File: src/rtl/spi_op_seq_pkg.sv
package spi_op_seq_pkg;
    localparam int LEN_W  = 9;
    localparam int CODE_W = 5;
    localparam int OP_W   = LEN_W + CODE_W;
    localparam int BYTE_W = 8;
    localparam int RST_W  = 4;

    localparam logic [CODE_W-1:0] OPC_CS_LOW  = 5'h00;
    localparam logic [CODE_W-1:0] OPC_CS_HIGH = 5'h01;
    localparam logic [CODE_W-1:0] OPC_SEND    = 5'h08;
    localparam logic [CODE_W-1:0] OPC_RECV    = 5'h0C;

    typedef enum logic [2:0] {
        ST_IDLE,
        ST_TX_WAIT,
        ST_TX_SHIFT,
        ST_RX_WAIT,
        ST_RX_SHIFT,
        ST_RX_STORE
    } seq_state_t;

    typedef struct packed {
        logic [CODE_W-1:0] code;
        logic [LEN_W-1:0]  len;
    } op_word_t;
endpackage

File: src/rtl/spi_op_seq_fifo.sv
module spi_op_seq_fifo #(
    parameter int W     = 8,
    parameter int DEPTH = 4
) (
    input  logic         clk,
    input  logic         rst_n,
    input  logic         wr_en,
    input  logic [W-1:0] wr_data,
    input  logic         rd_en,
    output logic [W-1:0] rd_data,
    output logic         full,
    output logic         empty
);
    localparam int AW = (DEPTH > 1) ? $clog2(DEPTH) : 1;
    localparam int CW = $clog2(DEPTH + 1);

    logic [W-1:0]  mem [DEPTH];
    logic [AW-1:0] wp, rp;
    logic [CW-1:0] cnt;
    logic          do_wr, do_rd;

    assign full    = (cnt == CW'(DEPTH));
    assign empty   = (cnt == '0);
    assign do_wr   = wr_en && !full;
    assign do_rd   = rd_en && !empty;
    assign rd_data = mem[rp];

    always_ff @(posedge clk) begin
        if (do_wr) begin
            mem[wp] <= wr_data;
        end
    end

    always_ff @(posedge clk or negedge rst_n) begin
        if (!rst_n) begin
            wp  <= '0;
            rp  <= '0;
            cnt <= '0;
        end else begin
            if (do_wr) begin
                wp <= (wp == AW'(DEPTH - 1)) ? '0 : wp + AW'(1);
            end
            if (do_rd) begin
                rp <= (rp == AW'(DEPTH - 1)) ? '0 : rp + AW'(1);
            end
            if (do_wr && !do_rd) begin
                cnt <= cnt + CW'(1);
            end else if (do_rd && !do_wr) begin
                cnt <= cnt - CW'(1);
            end
        end
    end
endmodule

File: src/rtl/spi_op_seq_shift.sv
module spi_op_seq_shift #(
    parameter int W = 8
) (
    input  logic         clk,
    input  logic         rst_n,
    input  logic         start,
    input  logic [W-1:0] tx_byte,
    input  logic         miso,
    output logic         done,
    output logic [W-1:0] rx_byte,
    output logic         sclk,
    output logic         mosi
);
    localparam int NB = (W > 1) ? $clog2(W) : 1;

    logic [W-1:0]  sreg;
    logic [NB-1:0] nbit;
    logic          busy_q, sclk_q, done_q;

    always_ff @(posedge clk or negedge rst_n) begin
        if (!rst_n) begin
            sreg   <= '0;
            nbit   <= '0;
            busy_q <= 1'b0;
            sclk_q <= 1'b0;
            done_q <= 1'b0;
        end else begin
            done_q <= 1'b0;
            if (!busy_q) begin
                if (start) begin
                    busy_q <= 1'b1;
                    sreg   <= tx_byte;
                    nbit   <= '0;
                    sclk_q <= 1'b0;
                end
            end else if (!sclk_q) begin
                sclk_q <= 1'b1;
            end else begin
                sclk_q <= 1'b0;
                sreg   <= {sreg[W-2:0], miso};
                nbit   <= nbit + NB'(1);
                if (nbit == NB'(W - 1)) begin
                    busy_q <= 1'b0;
                    done_q <= 1'b1;
                end
            end
        end
    end

    assign sclk    = sclk_q;
    assign mosi    = busy_q & sreg[W-1];
    assign done    = done_q;
    assign rx_byte = sreg;
endmodule

File: src/rtl/spi_op_seq.sv
module spi_op_seq
    import spi_op_seq_pkg::*;
#(
    parameter int OP_DEPTH  = 4,
    parameter int DAT_DEPTH = 8
) (
    input  logic              clk,
    input  logic              rst_n,
    input  logic              man_en,
    input  logic [RST_W-1:0]  rd_fsm_state,
    input  logic [OP_W-1:0]   op_word,
    input  logic              op_commit,
    output logic              op_full,
    output logic              op_empty,
    input  logic [BYTE_W-1:0] dat_wdata,
    input  logic              dat_push,
    input  logic              dat_pop,
    output logic [BYTE_W-1:0] dat_rdata,
    output logic              dat_full,
    output logic              dat_empty,
    output logic              spi_sclk,
    output logic              spi_cs_n,
    output logic              spi_mosi,
    input  logic              spi_miso
);
    seq_state_t        state, nxt;
    logic [OP_W-1:0]   op_head;
    op_word_t          head;
    logic              opq_empty, op_pop;
    logic              eng_push, eng_pop;
    logic              sh_start, sh_done;
    logic [BYTE_W-1:0] sh_tx, sh_rx;
    logic              active;
    logic              cs_q, cs_set, cs_val;
    logic [LEN_W-1:0]  rem;
    logic              rem_load, rem_dec;

    spi_op_seq_fifo #(.W(OP_W), .DEPTH(OP_DEPTH)) u_opq (
        .clk(clk), .rst_n(rst_n),
        .wr_en(op_commit), .wr_data(op_word),
        .rd_en(op_pop), .rd_data(op_head),
        .full(op_full), .empty(opq_empty)
    );

    // engine strobes win over coincident software strobes
    spi_op_seq_fifo #(.W(BYTE_W), .DEPTH(DAT_DEPTH)) u_datq (
        .clk(clk), .rst_n(rst_n),
        .wr_en(eng_push | dat_push), .wr_data(eng_push ? sh_rx : dat_wdata),
        .rd_en(eng_pop | dat_pop), .rd_data(dat_rdata),
        .full(dat_full), .empty(dat_empty)
    );

    spi_op_seq_shift #(.W(BYTE_W)) u_shift (
        .clk(clk), .rst_n(rst_n),
        .start(sh_start), .tx_byte(sh_tx), .miso(spi_miso),
        .done(sh_done), .rx_byte(sh_rx),
        .sclk(spi_sclk), .mosi(spi_mosi)
    );

    assign head = op_word_t'(op_head);

    // manual-mode gate
    always_ff @(posedge clk or negedge rst_n) begin
        if (!rst_n) begin
            active <= 1'b0;
        end else if (!man_en) begin
            active <= 1'b0;
        end else if (!active && rd_fsm_state == '0) begin
            active <= 1'b1;
        end
    end

    // state register
    always_ff @(posedge clk or negedge rst_n) begin
        if (!rst_n) begin
            state <= ST_IDLE;
        end else begin
            state <= nxt;
        end
    end

    // next state and control outputs
    always_comb begin
        nxt      = state;
        op_pop   = 1'b0;
        eng_push = 1'b0;
        eng_pop  = 1'b0;
        sh_start = 1'b0;
        sh_tx    = '0;
        cs_set   = 1'b0;
        cs_val   = 1'b1;
        rem_load = 1'b0;
        rem_dec  = 1'b0;
        unique case (state)
            ST_IDLE: begin
                if (active && !opq_empty) begin
                    op_pop = 1'b1;
                    case (head.code)
                        OPC_CS_LOW: begin
                            cs_set = 1'b1;
                            cs_val = 1'b0;
                        end
                        OPC_CS_HIGH: begin
                            cs_set = 1'b1;
                            cs_val = 1'b1;
                        end
                        OPC_SEND: begin
                            if (head.len != '0) begin
                                rem_load = 1'b1;
                                nxt      = ST_TX_WAIT;
                            end
                        end
                        OPC_RECV: begin
                            if (head.len != '0) begin
                                rem_load = 1'b1;
                                nxt      = ST_RX_WAIT;
                            end
                        end
                        default: ;
                    endcase
                end
            end
            ST_TX_WAIT: begin
                if (!dat_empty) begin
                    eng_pop  = 1'b1;
                    sh_start = 1'b1;
                    sh_tx    = dat_rdata;
                    nxt      = ST_TX_SHIFT;
                end
            end
            ST_TX_SHIFT: begin
                if (sh_done) begin
                    rem_dec = 1'b1;
                    nxt     = (rem == LEN_W'(1)) ? ST_IDLE : ST_TX_WAIT;
                end
            end
            ST_RX_WAIT: begin
                if (!dat_full) begin
                    sh_start = 1'b1;
                    nxt      = ST_RX_SHIFT;
                end
            end
            ST_RX_SHIFT: begin
                if (sh_done) begin
                    nxt = ST_RX_STORE;
                end
            end
            ST_RX_STORE: begin
                if (!dat_full) begin
                    eng_push = 1'b1;
                    rem_dec  = 1'b1;
                    nxt      = (rem == LEN_W'(1)) ? ST_IDLE : ST_RX_WAIT;
                end
            end
            default: nxt = ST_IDLE;
        endcase
    end

    // datapath registers
    always_ff @(posedge clk or negedge rst_n) begin
        if (!rst_n) begin
            cs_q <= 1'b1;
            rem  <= '0;
        end else begin
            if (cs_set) begin
                cs_q <= cs_val;
            end
            if (rem_load) begin
                rem <= head.len;
            end else if (rem_dec) begin
                rem <= rem - LEN_W'(1);
            end
        end
    end

    assign spi_cs_n = cs_q;
    assign op_empty = opq_empty && (state == ST_IDLE);
endmodule

File: config.mk
export PLATFORM = sky130hd
export DESIGN_NAME = spi_op_seq
export DESIGN_NICKNAME = d
export VERILOG_FILES = /design/src/rtl/spi_op_seq_pkg.sv /design/src/rtl/spi_op_seq_fifo.sv /design/src/rtl/spi_op_seq_shift.sv /design/src/rtl/spi_op_seq.sv
export SDC_FILE = /design/constraint.sdc
export NUM_CORES = 1
export LEC_CHECK = 0
export ABC_CLOCK_PERIOD_IN_PS = 4600
export BUFFER_PORTS_ARGS = -buffer_cell sky130_fd_sc_hd__buf_2
export CAP_MARGIN = 15
export CORE_MARGIN = 1
export CORE_UTILIZATION = 27
export CTS_CLUSTER_DIAMETER = 80
export CTS_CLUSTER_SIZE = 12
export DETAILED_ROUTE_END_ITERATION = 8
export PLACE_DENSITY = 0.4
export SLEW_MARGIN = 10
export SYNTH_ARGS = -nofsm -noshare
export SYNTH_HDL_FRONTEND = slang
export SYNTH_SLANG_ARGS = --single-unit
File: constraint.sdc
create_clock -name clk -period 4.6 [get_ports clk]
set_input_delay 0.23 -clock clk [delete_from_list [all_inputs] [get_ports clk]]
set_output_delay 0.23 -clock clk [all_outputs]
set_load 0.01 [all_outputs]
==> results of run 1 <==
==> synthesized netlist by cell type, types with 4 or more instances <==
cell type,n
sky130_fd_sc_hd__dfrtp_1,44
sky130_fd_sc_hd__nor4_1,5
sky130_fd_sc_hd__or3_1,6
sky130_fd_sc_hd__nand2b_1,5
sky130_fd_sc_hd__and2_1,5
sky130_fd_sc_hd__nand3_1,4
sky130_fd_sc_hd__nor2_1,28
sky130_fd_sc_hd__mux4_2,29
sky130_fd_sc_hd__nor3_1,12
sky130_fd_sc_hd__nor2b_1,11
sky130_fd_sc_hd__a21oi_1,21
sky130_fd_sc_hd__o21ai_0,11
sky130_fd_sc_hd__o31ai_1,4
sky130_fd_sc_hd__edfxtp_1,120
sky130_fd_sc_hd__a21o_1,4
sky130_fd_sc_hd__nand2_1,32
sky130_fd_sc_hd__o21ai_1,7
sky130_fd_sc_hd__ha_1,17
sky130_fd_sc_hd__xnor2_1,6
sky130_fd_sc_hd__mux2_2,24
sky130_fd_sc_hd__xor2_1,6
sky130_fd_sc_hd__inv_1,11
sky130_fd_sc_hd__buf_2,4
sky130_fd_sc_hd__clkbuf_1,14
==> sequential cells by signal (all words and copies together) (netlist names), 2 cells and up <==
register / flops
u_opq.mem: 56
u_datq.mem: 64
u_opq.cnt: 3
u_shift.rx_byte: 8
u_datq.cnt: 4
state: 3
u_shift.nbit: 3
u_opq.rp: 2
u_datq.rp: 3
u_opq.wp: 2
rem: 9
u_datq.wp: 3
==> cells in the final DEF, fill, tap and decap left out, drive strengths merged, types with 5 or more instances in the layout <==
master and instances:
or3 6, nor2b 11, clkinv 8, xor2 6, dfrtp 44, mux4 29, and2 5, o21ai 18
nor2 28, nor4 5, buf 51, inv 18, xnor2 6, clkbuf 17, nor3 13, edfxtp 120
dlygate4sd3 8, ha 17, nand2b 5, a21oi 21, nand2 32, mux2 25
==> worst max path at each step <==
stage,to,slack (ns),depth (start not counted)
floorplan,u_datq.cnt[3],1.92,12
global placement,u_datq.cnt[3],1.68,12
detailed placement,u_datq.cnt[3],1.56,12
CTS,u_datq.cnt[3],1.54,12
global route,u_datq.cnt[3],1.32,12
finish,u_datq.cnt[3],1.56,12
==> timing repair <==
action                                  in CTS  in global routing
endpoints found under the setup margin       0                  0
buffers inserted                             0                  0
resized for setup                            0                  0
hold endpoints to repair                    69                  0
hold buffers                                 8                  0
==> critical path, cell delays in order (launching register included) <==
cell                      delay (ns)
sky130_fd_sc_hd__dfrtp_1        0.44
sky130_fd_sc_hd__nor3_1         0.43
sky130_fd_sc_hd__nand2_1        0.13
sky130_fd_sc_hd__o21ai_1        0.39
sky130_fd_sc_hd__inv_1          0.21
sky130_fd_sc_hd__ha_1           0.26
sky130_fd_sc_hd__inv_1          0.12
sky130_fd_sc_hd__ha_1           0.25
sky130_fd_sc_hd__a21o_1         0.18
sky130_fd_sc_hd__a21oi_1        0.16
sky130_fd_sc_hd__xnor2_1        0.13
sky130_fd_sc_hd__nor2_1         0.06
sky130_fd_sc_hd__xor2_1         0.14
==> metrics by stage <==
step / instance area [um^2] / hold slack (ns) / std cells / power [mW] / util
3_3_place_gp: 7770 / 0.400 / 831 / 4.12 / 0.298
3_5_place_dp: 7770 / 0.420 / 831 / 4.17 / 0.298
4_1_cts: 8440 / 0.000514 / 871 / 5.60 / 0.324
5_1_grt: 8440 / 0.00493 / 871 / 5.87 / 0.324
6_report: 8440 / 0.0182 / 872 / 5.49 / 0.324
2_1_floorplan: 7170 / -0.0656 / 467 / 3.59 / -
==> kinds of logic after synthesis <==
kind of cell / after synthesis / synth area share
DFF: 165 / 0.660
and+or+nand+nor: 120 / 0.0831
AOI/OAI and AO/OA: 63 / 0.0552
muxes: 55 / 0.132
buffers and inverters: 33 / 0.0201
adders and majority gates: 19 / 0.0353
xor gates and xnor gates: 12 / 0.0147
==> power by group <==
| part | switching [mW] | internal, mW |
|---|---|---|
| sequential | 0.369 | 2.01 |
| combinational | 0.889 | 0.827 |
| clock | 0.677 | 0.726 |
| total | 1.93 | 3.56 |
==> layer usage <==
layer | share of wire | vias up | global-route usage | wire length (um)
li1 | - | 1888 | - | -
met1 | 0.50 | 2031 | 0.168 | 7760
met2 | 0.46 | 51 | 0.196 | 7190
met3 | 0.032 | 11 | 0.0311 | 492
met4 | 0.011 | 0 | 0.0388 | 166
met5 | 0 | - | 0 | 0
==> cell type report <==
class / count / area (um^2) / area share
flip-flops and latches: 165 / 4730 / 0.560
multi-input cells: 269 / 2320 / 0.275
clock buffers: 17 / 425 / 0.0504
well taps: 335 / 419 / 0.0497
repair buffers: 59 / 345 / 0.0409
clock inverters: 15 / 159 / 0.0188
inverters: 11 / 41.3 / 0.00489
diodes: 1 / 2.50 / 0.000296
==> PnR_summary.wiki, run 1 <==
{| class="wikitable"
! Metric !! Value
|-
| Effective utilization at floorplan || 0.275
|-
| Post-synth top area cell || sky130_fd_sc_hd__edfxtp_1
|-
| Worst-case setup margin in the final layout || 1.56 ns
|-
| Num rows || 59
|-
| Critical Path Sink Type || flip-flop
|-
| Start point of the critical path || u_datq.cnt[0]
|-
| TritonCTS clock tree || built
|-
| Number of design rule violations left after detail routing || 0
|-
| Number of instances in the synthesized netlist || 467
|-
| Net count of the finished layout || 575
|-
| Element type at the critical path start || flip-flop
|-
| Vias in the first global route || 4194
|-
| Highest clock frequency the design can meet || 0.329 GHz
|-
| Routed len/inst || 17.9 um
|-
| Count of H-tree levels built during CTS || 4
|-
| Min Tclk post-route || 3.04 ns
|-
| Hold Path End || u_opq.mem[3][4]
|-
| Number of register bits inferred by synthesis || 165
|-
| Run status || complete, no violations
|-
| Seq/Total Area, Yosys || 0.660
|-
| Share of synthesized flip-flops with an asynchronous set or reset || 0.273
|-
| Worst slew margin || 0.311
|-
| Total Negative Setup Slacks || 0 ns
|-
| Die area || 27200 um^2
|-
| Clk_skew || 0.0149 ns
|-
| Proportion of netlist area held by the largest area contributor || 0.503
|-
| Hold Violations, Final || 0
|-
| Final ANT Viol Nets || 0
|-
| Remaining global-route overflow || 0
|-
| Critical Path RT || 4.90 ns
|-
| Global-route wire length before repair || 24300 um
|-
| Part of the cycle the worst path needs || 0.660
|-
| Beginning of the worst register-to-register path || u_datq.cnt[0]
|-
| R2R Path End || u_datq.cnt[3]
|-
| Leakage power figure || 3.05 nW
|-
| Total via count in the routed design || 3981
|-
| Worst-path maximum fanout || 9
|-
| Share of layout cells above drive strength 1 || 0.276
|-
| Number of max-cap violations || 0
|-
| Number of distinct standard cells referenced by the synthesized netlist || 49
|-
| Clock Path Buffers || 2
|-
| Leading post-synthesis cells by cell area || sky130_fd_sc_hd__edfxtp_1 50%, sky130_fd_sc_hd__dfrtp_1 15%, sky130_fd_sc_hd__mux4_2 9.1%
|-
| Post-synth design cell area || 7170 um^2
|-
| HPWL Detailed || 10300 um
|-
| Largest vdd supply drop || 0.229 mV
|-
| Number of input and output port buffers inserted || 47
|-
| Cell depth of the worst min-delay path || 1
|-
| Total number of clock tree sinks || 165
|-
| Clock tree root driver cell || sky130_fd_sc_hd__clkbuf_16
|-
| Class of the most critical hold timing path || in2reg
|-
| Floorplan die width || 165 um
|-
| Core region area || 26100 um^2
|-
| Power density of the placed cells || 651 nW/um^2
|-
| Pins over their slew limit || 0
|-
| Total wirelength of the detailed-routed design || 15600 um
|-
| Number of antenna violations at the first check in global routing || 1
|-
| Count of endpoints failing setup in the final report || 0
|-
| Flop2flop setup slack || 1.56 ns
|-
| Final Wtd Congestion || 0.736
|-
| Per-instance average area after synthesis || 15.3 um^2
|-
| Source of the worst hold timing path || op_word[4]
|-
| Clock insertion delay at the later pin of the skew report || 0.43 ns
|-
| Average via count per standard cell || 4.57
|-
| RSZ-0062 raised after global routing || no
|-
| Fill count || 2546
|-
| Top Ports || 48
|-
| Worst Max-Slew Pin Slew || 1.03 ns
|-
| Die height || 165 um
|-
| Yosys warnings || 0
|-
| Arrival time at the worst endpoint || 3.34 ns
|-
| Clock slew seen by the registers of the worst setup and hold paths || 0.08 ns
|-
| Layout-stage area growth over the synthesis result || 17.8%
|-
| Global router's overall resource usage || 0.124
|-
| Initial DRC count || 167
|-
| Num CTS Buffers || 17
|-
| Number of flops mapped to enable cells by yosys || 120
|-
| Maximum number of pins on one net before global-route repair || 46
|-
| Placement-stage worst setup slack || 1.56 ns
|-
| Number of iterations in the first detailed-routing pass || 4
|-
| Depth of the worst register-to-register path || 12
|-
| Type of the worst setup path || reg2reg
|-
| Post-synth net total || 519
|-
| Main synth FF type || sky130_fd_sc_hd__edfxtp_1
|}
No activity file was read; power rests on OpenSTA's default activity.
==> run 2: changes to the inputs <==
- ABC_AREA: unset -> 1
- ABC_CLOCK_PERIOD_IN_PS: 4600 -> 3170
- clock period: 4.6 -> 3.17 ns (I/O delays scaled with it)
==> run 2 against run 1 <==
Against the previous run: final cell count up 35%; first-iteration DRC count grew 51%; setup slack got worse by 0.87 ns; hold slack better by 0.022 ns; clock power is 63% higher; register-to-register slack got worse by 0.87 ns; global-route usage grew 0.75 points; wire length rose by 12%; synthesized area up 3.6%; critical endpoint unchanged; largest cell class unchanged.
==> PnR_summary.wiki, run 2 <==
{| class="wikitable"
! Metric !! Value
|-
| Run status || complete, no violations
|-
| Initial DRC count || 253
|-
| Critical Path RT || 3.47 ns
|-
| List of most frequent post-synthesis cells || 195 x sky130_fd_sc_hd__nand2_1, 120 x sky130_fd_sc_hd__edfxtp_1, 84 x sky130_fd_sc_hd__nor2_1, 73 x sky130_fd_sc_hd__o21ai_0, 61 x sky130_fd_sc_hd__inv_1
|-
| Post-CTS setup buffer count || 0
|-
| Worst path most repeated cell || sky130_fd_sc_hd__inv_1
|-
| Cell with the largest stage delay on the worst path || sky130_fd_sc_hd__dfrtp_1
|-
| Number of input and output port buffers inserted || 47
|-
| Post-synth design cell area || 7420 um^2
|-
| Int Power || 5.27 mW
|-
| Vias in the first global route || 5285
|-
| Total wirelength of the detailed-routed design || 17600 um
|-
| Share of layout cells above drive strength 1 || 0.142
|-
| Switching component of the power || 3.29 mW
|-
| Global-route wire length before repair || 28400 um
|-
| Clock Path Buffers || 2
|-
| Clock tree root driver cell || sky130_fd_sc_hd__clkbuf_16
|-
| Logic gate share of total power || 0.364
|-
| ANT cells || 0
|-
| Global router's overall resource usage || 0.132
|-
| Leading cell types in the layout, fill and taps excluded || 195 x sky130_fd_sc_hd__nand2_1, 120 x sky130_fd_sc_hd__edfxtp_1, 84 x sky130_fd_sc_hd__nor2_1
|-
| Average via count per standard cell || 4.36
|-
| Largest vdd supply drop || 0.328 mV
|-
| Die area || 28200 um^2
|-
| Routed len/inst || 14.9 um
|-
| RSZ-0062 raised after global routing || no
|-
| Clock insertion delay at the later pin of the skew report || 0.43 ns
|-
| Number of iterations in the first detailed-routing pass || 4
|-
| Worst slew margin || 0.461
|-
| Post-synth top area cell || sky130_fd_sc_hd__edfxtp_1
|-
| HPWL Detailed || 11900 um
|-
| Remaining global-route overflow || 0
|-
| Placed Cells incl. Taps || 1128
|-
| Maximum number of pins on one net before global-route repair || 34
|-
| Num rows || 60
|-
| Placement-stage worst setup slack || 0.693 ns
|-
| Reg with most FFs || u_datq.mem
|-
| Pins over their slew limit || 0
|-
| Number of flops mapped to enable cells by yosys || 120
|-
| Count of H-tree levels built during CTS || 4
|-
| Number of instances in the synthesized netlist || 735
|-
| Effective utilization at floorplan || 0.275
|-
| Floorplan die width || 168 um
|-
| Clock slew seen by the registers of the worst setup and hold paths || 0.07 ns
|-
| Number of flip-flops in the largest register || 64
|-
| Share of synthesized flip-flops with an asynchronous set or reset || 0.273
|-
| Portion of total power attributed to sequential cells || 0.370
|-
| Source of the worst hold timing path || rd_fsm_state[2]
|-
| Type of the worst setup path || reg2reg
|-
| Post-layout utilization of the core || 0.333
|-
| Non-filler cells in the finished layout || 1177
|-
| Element type at the critical path start || flip-flop
|-
| Power density of the placed cells || 953 nW/um^2
|-
| Seq/Total Area, Yosys || 0.637
|-
| Main synth FF type || sky130_fd_sc_hd__edfxtp_1
|-
| Num CTS Buffers || 17
|-
| Series of cell instances along the critical path || inv_1 -> nor3_2 -> o21ai_0 -> inv_1 -> ha_1 -> inv_1 -> ha_1 -> a21o_1 -> a21oi_1 -> nand2_1 -> nand2_1 -> nor2_1 -> xor2_1
|-
| Number of max-cap violations || 0
|-
| Worst-case setup margin in the final layout || 0.693 ns
|-
| Total Negative Setup Slacks || 0 ns
|-
| Class of the most critical hold timing path || in2reg
|-
| CP Buf/Inv Count || 3
|-
| Worst Max-Slew Pin Slew || 0.809 ns
|-
| Largest stage delay on the critical path || 0.43 ns
|-
| Number of design rule violations left after detail routing || 0
|-
| Layout-stage area growth over the synthesis result || 21.1%
|-
| Top Ports || 48
|-
| Part of the cycle the worst path needs || 0.781
|-
| Start point of the critical path || state[2]
|-
| Hold Violations, Final || 0
|-
| Worst path top cell family by delay || compound AO/OA/AOI/OAI gates
|-
| TritonCTS clock tree || built
|-
| Critical Path Sink Type || flip-flop
|-
| Net count of the finished layout || 875
|-
| Beginning of the worst register-to-register path || state[2]
|-
| Cell with the most instances after synthesis || sky130_fd_sc_hd__nand2_1
|-
| Number of distinct standard cells referenced by the synthesized netlist || 41
|-
| Leakage power figure || 3.74 nW
|-
| Registers with the highest flip-flop counts || u_datq.mem (64), u_opq.mem (56), rem (9)
|-
| Switching portion of total power || 0.385
|-
| Yosys warnings || 0
|-
| Core region area || 27000 um^2
|-
| Die height || 168 um
|-
| Count of endpoints failing setup in the final report || 0
|-
| Total via count in the routed design || 5135
|-
| Hold Worst Slack || 0.0400 ns
|-
| Min Tclk post-route || 2.48 ns
|-
| Portion of total power attributed to the clock network || 0.266
|-
| Final ANT Viol Nets || 0
|-
| Final Wtd Congestion || 0.731
|-
| Number of register bits inferred by synthesis || 165
|-
| Highest clock frequency the design can meet || 0.404 GHz
|-
| Leading post-synthesis cells by cell area || sky130_fd_sc_hd__edfxtp_1 49%, sky130_fd_sc_hd__dfrtp_1 15%, sky130_fd_sc_hd__nand2_1 9.9%
|-
| Leading cell type in the layout, fill and taps excluded || sky130_fd_sc_hd__nand2_1
|-
| Worst-path maximum fanout || 6
|-
| Post-synth net total || 787
|-
| Total number of clock tree sinks || 165
|-
| Proportion of netlist area held by the largest area contributor || 0.485
|-
| Per-instance average area after synthesis || 10.1 um^2
|-
| Number of antenna violations at the first check in global routing || 0
|-
| Arrival time at the worst endpoint || 2.78 ns
|-
| Clk_skew || 0.0191 ns
|}
-- run 2: cell count changes after synthesis, sizes merged, moves of 6 or more --
cell | before | now
nand3 | 4 | 57
inv | 11 | 65
nor2b | 11 | 0
or3 | 6 | 0
mux4 | 29 | 0
nor3 | 13 | 5
nand2 | 32 | 198
nor2 | 28 | 86
a21oi | 21 | 5
mux2 | 25 | 1
o21ai | 18 | 75
o22ai | 1 | 17
-- run 2: area by class of cell --
type                            instances  area [um^2]
Inverter                               67          251
Tap cell                              341          427
Multi-Input combinational cell        484         2350
Sequential cell                       165         4730
Clock inverter                         14          214
Clock buffer                           18          429
Timing Repair Buffer                   88          586
Fill cell                            2745        18000
-- run 2: power groups by stage --
| stage | sequential (mW) | combinational (mW) | clock, mW |
|---|---|---|---|
| 6_report | 3.17 | 3.12 | 2.28 |
| 5_1_grt | 3.24 | 3.61 | 2.42 |
| 2_1_floorplan | 3.19 | 2.13 | 0 |
| 3_3_place_gp | 3.22 | 3.20 | 0 |
| 4_1_cts | 3.17 | 3.22 | 2.34 |
| 3_5_place_dp | 3.22 | 3.19 | 0 |
-- run 2: worst reg2reg max path: stages, from the launching register on --
cell	delay, ns
sky130_fd_sc_hd__dfrtp_1	0.43
sky130_fd_sc_hd__inv_1	0.10
sky130_fd_sc_hd__nor3_2	0.28
sky130_fd_sc_hd__o21ai_0	0.17
sky130_fd_sc_hd__inv_1	0.16
sky130_fd_sc_hd__ha_1	0.22
sky130_fd_sc_hd__inv_1	0.10
sky130_fd_sc_hd__ha_1	0.28
sky130_fd_sc_hd__a21o_1	0.18
sky130_fd_sc_hd__a21oi_1	0.16
sky130_fd_sc_hd__nand2_1	0.07
sky130_fd_sc_hd__nand2_1	0.05
sky130_fd_sc_hd__nor2_1	0.04
sky130_fd_sc_hd__xor2_1	0.13
-- run 2: metrics by stage --
stage,instance area [um^2],power (mW)
CTS,8990,8.73
global placement,8170,6.42
floorplan,7420,5.32
detailed placement,8170,6.41
finish,8990,8.57
global route,8990,9.26
-- run 2: repair_timing --
action | CTS | global route
hold endpoints to repair | 89 | 0
hold buffers | 17 | 0
resized for setup | 0 | 0
-- run 2: cell families after synthesis --
group,Yosys count,share of synthesized area
adders and majority gates,19,0.0340
xor gates and xnor gates,7,0.00826
and+or+nand+nor,352,0.196
muxes,1,0.00152
AOI/OAI and AO/OA,105,0.0764
buffers and inverters,86,0.0462
DFF,165,0.637
-- run 2: per-layer routing --
layer / global-route usage / vias to the layer above / part of all wire
met5: 0 / - / 0
met4: 0.0347 / 0 / 0.0080
met3: 0.0223 / 11 / 0.018
met2: 0.240 / 54 / 0.52
met1: 0.160 / 2421 / 0.46
li1: - / 2649 / -
-- run 2: final timing paths --
path                                 endpoint  slack [ns]  depth (start not counted)
max reg2reg                     u_datq.cnt[3]        0.69                         13
max                             u_datq.cnt[3]        0.69                         13
min                                    active        0.04                          3
min reg2reg                   u_shift.nbit[0]        0.48                          1
min in group asynchronous         u_opq.wp[1]        0.36                          2
max in group asynchronous  u_shift.rx_byte[3]        2.09                          3
==> run 3: changes to the inputs <==
- ABC_CLOCK_PERIOD_IN_PS: 3170 -> 2100
- PLACE_DENSITY: 0.4 -> 0.41
- clock period: 3.17 -> 2.1 ns (I/O delays scaled with it)
==> run 3 against run 2 <==
Against the previous run: maximum frequency increased by 20%; register-to-register slack lost 0.65 ns; setup slack got worse by 0.65 ns; total power grew 52%; critical path depth is 1 lower; sequential power grew 50%; clock skew decreased by 0.0045 ns; critical endpoint unchanged; non-clock buffer count is 41 higher; design area up 3.9%; core utilization rose by 1.3 points; largest power group is now combinational cells; die area stayed put; first-iteration DRC count shrank 17%.
==> PnR_summary.wiki, run 3 (synthesis results as in run 2) <==
{| class="wikitable"
! Metric !! Value
|-
| Run status || complete, no violations
|-
| Global-route wire length before repair || 28500 um
|-
| Clock Path Buffers || 2
|-
| Total wirelength of the detailed-routed design || 17700 um
|-
| Top Ports || 48
|-
| Class of the most critical hold timing path || in2reg
|-
| Clock slew seen by the registers of the worst setup and hold paths || 0.07 ns
|-
| Clock insertion delay at the later pin of the skew report || 0.43 ns
|-
| Logic gate share of total power || 0.408
|-
| Source of the worst hold timing path || dat_wdata[1]
|-
| Worst-path maximum fanout || 4
|-
| Leading cell type in the layout, fill and taps excluded || sky130_fd_sc_hd__nand2_1
|-
| Total via count in the routed design || 5221
|-
| Registers with the highest flip-flop counts || u_datq.mem (64), u_opq.mem (56), rem (9)
|-
| Leading cell types in the layout, fill and taps excluded || 193 x sky130_fd_sc_hd__nand2_1, 120 x sky130_fd_sc_hd__edfxtp_1, 79 x sky130_fd_sc_hd__nor2_1
|-
| Count of H-tree levels built during CTS || 4
|-
| Number of antenna violations at the first check in global routing || 0
|-
| Critical Path Sink Type || flip-flop
|-
| Clock tree root driver cell || sky130_fd_sc_hd__clkbuf_16
|-
| TritonCTS clock tree || built
|-
| Total number of clock tree sinks || 165
|-
| Portion of total power attributed to sequential cells || 0.365
|-
| Core region area || 27000 um^2
|-
| Sum of internal, switching and leakage power || 13.1 mW
|-
| Die height || 168 um
|-
| Count of endpoints failing setup in the final report || 0
|-
| Final ANT Viol Nets || 0
|-
| Highest clock frequency the design can meet || 0.486 GHz
|-
| Number of flip-flops in the largest register || 64
|-
| Effective utilization at floorplan || 0.275
|-
| Global routing's busiest layer || met2
|-
| Share of layout cells above drive strength 1 || 0.201
|-
| Number of input and output port buffers inserted || 47
|-
| Number of iterations in the first detailed-routing pass || 4
|-
| Number of design rule violations left after detail routing || 0
|-
| Part of the cycle the worst path needs || 0.980
|-
| Switching component of the power || 5.04 mW
|-
| Net count of the finished layout || 916
|-
| Routed len/inst || 14.5 um
|-
| Int Power || 8.02 mW
|-
| Vias in the first global route || 5352
|-
| Global routing met1 resource utilization || 0.161
|-
| Post-layout utilization of the core || 0.346
|-
| Worst Max-Slew Pin Slew || 0.618 ns
|-
| RSZ-0062 raised after global routing || yes
|-
| Largest vdd supply drop || 0.422 mV
|-
| Number of max-cap violations || 0
|-
| Clk_skew || 0.0147 ns
|-
| Remaining global-route overflow || 0
|-
| Beginning of the worst register-to-register path || state[1]
|-
| Portion of total power attributed to the clock network || 0.227
|-
| Worst-case setup margin in the final layout || 0.0422 ns
|-
| Num rows || 60
|-
| Global router's overall resource usage || 0.133
|-
| Power density of the placed cells || 1400 nW/um^2
|-
| Num CTS Buffers || 17
|-
| ANT cells || 0
|-
| HPWL Detailed || 12300 um
|-
| Worst slew margin || 0.588
|-
| Initial DRC count || 211
|-
| Critical Path RT || 2.40 ns
|-
| Leakage power figure || 3.91 nW
|-
| Pins over their slew limit || 0
|-
| Min Tclk post-route || 2.06 ns
|-
| Reg with most FFs || u_datq.mem
|-
| Final Wtd Congestion || 0.740
|-
| Element type at the critical path start || flip-flop
|-
| Floorplan die width || 168 um
|-
| Hold Violations, Final || 0
|-
| Fill count || 2699
|-
| Die area || 28200 um^2
|-
| Average via count per standard cell || 4.29
|-
| Layout-stage area growth over the synthesis result || 25.8%
|-
| Type of the worst setup path || reg2reg
|-
| Start point of the critical path || state[1]
|-
| Arrival time at the worst endpoint || 2.36 ns
|-
| Met3 usage in global routing || 0.0266
|-
| Maximum number of pins on one net before global-route repair || 24
|-
| Placement-stage worst setup slack || -0.0621 ns
|-
| Global-route met2 utilization || 0.238
|-
| Switching portion of total power || 0.386
|}
[run 3: worst paths after layout]
check | endpoint | slack [ns] | cells after the start
worst min-delay path | u_datq.mem[0][1] | 0.16 | 4
worst min register to register | u_shift.nbit[0] | 0.48 | 1
min in group asynchronous | active | 0.22 | 2
max in group asynchronous | u_shift.busy_q | 1.30 | 3
worst max register to register | u_datq.cnt[3] | 0.04 | 12
worst max-delay path | u_datq.cnt[3] | 0.04 | 12
[run 3: per-stage QoR]
stage	cells	cell area (um^2)	hold WS [ns]	setup TNS [ns]
floorplan	735	7440	-0.191	0
global placement	1159	8450	0.163	0
detailed placement	1159	8450	0.165	-0.0621
CTS	1213	9220	0.143	0
global route	1218	9340	0.165	-0.152
finish	1218	9340	0.161	0
[run 3: what timing repair did]
item,in CTS,in global routing
gates cloned,0,0
resized for setup,3,24
endpoints found under the setup margin,1,89
pin swaps,2,7
hold buffers,18,0
buffers inserted,4,5
endpoints found under the hold margin,79,0
[run 3: final cells by class]
type	instances	area [um^2]	share of cell area
multi-input cells	484	2420	0.259
clock buffers	18	429	0.0460
repair buffers	129	950	0.102
clock inverters	14	129	0.0138
well taps	341	427	0.0457
flip-flops and latches	165	4730	0.507
inverters	67	251	0.0269
[run 3: critical path: stages (launching register included)]
cell and delay [ns]:
sky130_fd_sc_hd__dfrtp_2 0.44, sky130_fd_sc_hd__nor3_4 0.26, sky130_fd_sc_hd__o21ai_2 0.11, sky130_fd_sc_hd__inv_2 0.08
sky130_fd_sc_hd__ha_4 0.14, sky130_fd_sc_hd__inv_2 0.04, sky130_fd_sc_hd__ha_1 0.26, sky130_fd_sc_hd__a21o_1 0.19
sky130_fd_sc_hd__a21oi_2 0.13, sky130_fd_sc_hd__nand2_1 0.06, sky130_fd_sc_hd__nand2_1 0.06, sky130_fd_sc_hd__nor2_1 0.05
sky130_fd_sc_hd__xor2_1 0.13
[run 3: power groups by stage]
stage	clock, mW	sequential [mW]	combinational [mW]
finish	2.96	4.77	5.32
global placement	0	4.85	5.25
detailed placement	0	4.84	5.26
global route	3.20	4.87	6.13
CTS	3.06	4.78	5.33
floorplan	0	4.82	3.25
[run 3: per-layer routing]
layer | vias up | share of wire
met5 | - | 0
met4 | 0 | 0.0098
met3 | 11 | 0.029
met2 | 79 | 0.51
met1 | 2399 | 0.45
li1 | 2732 | -
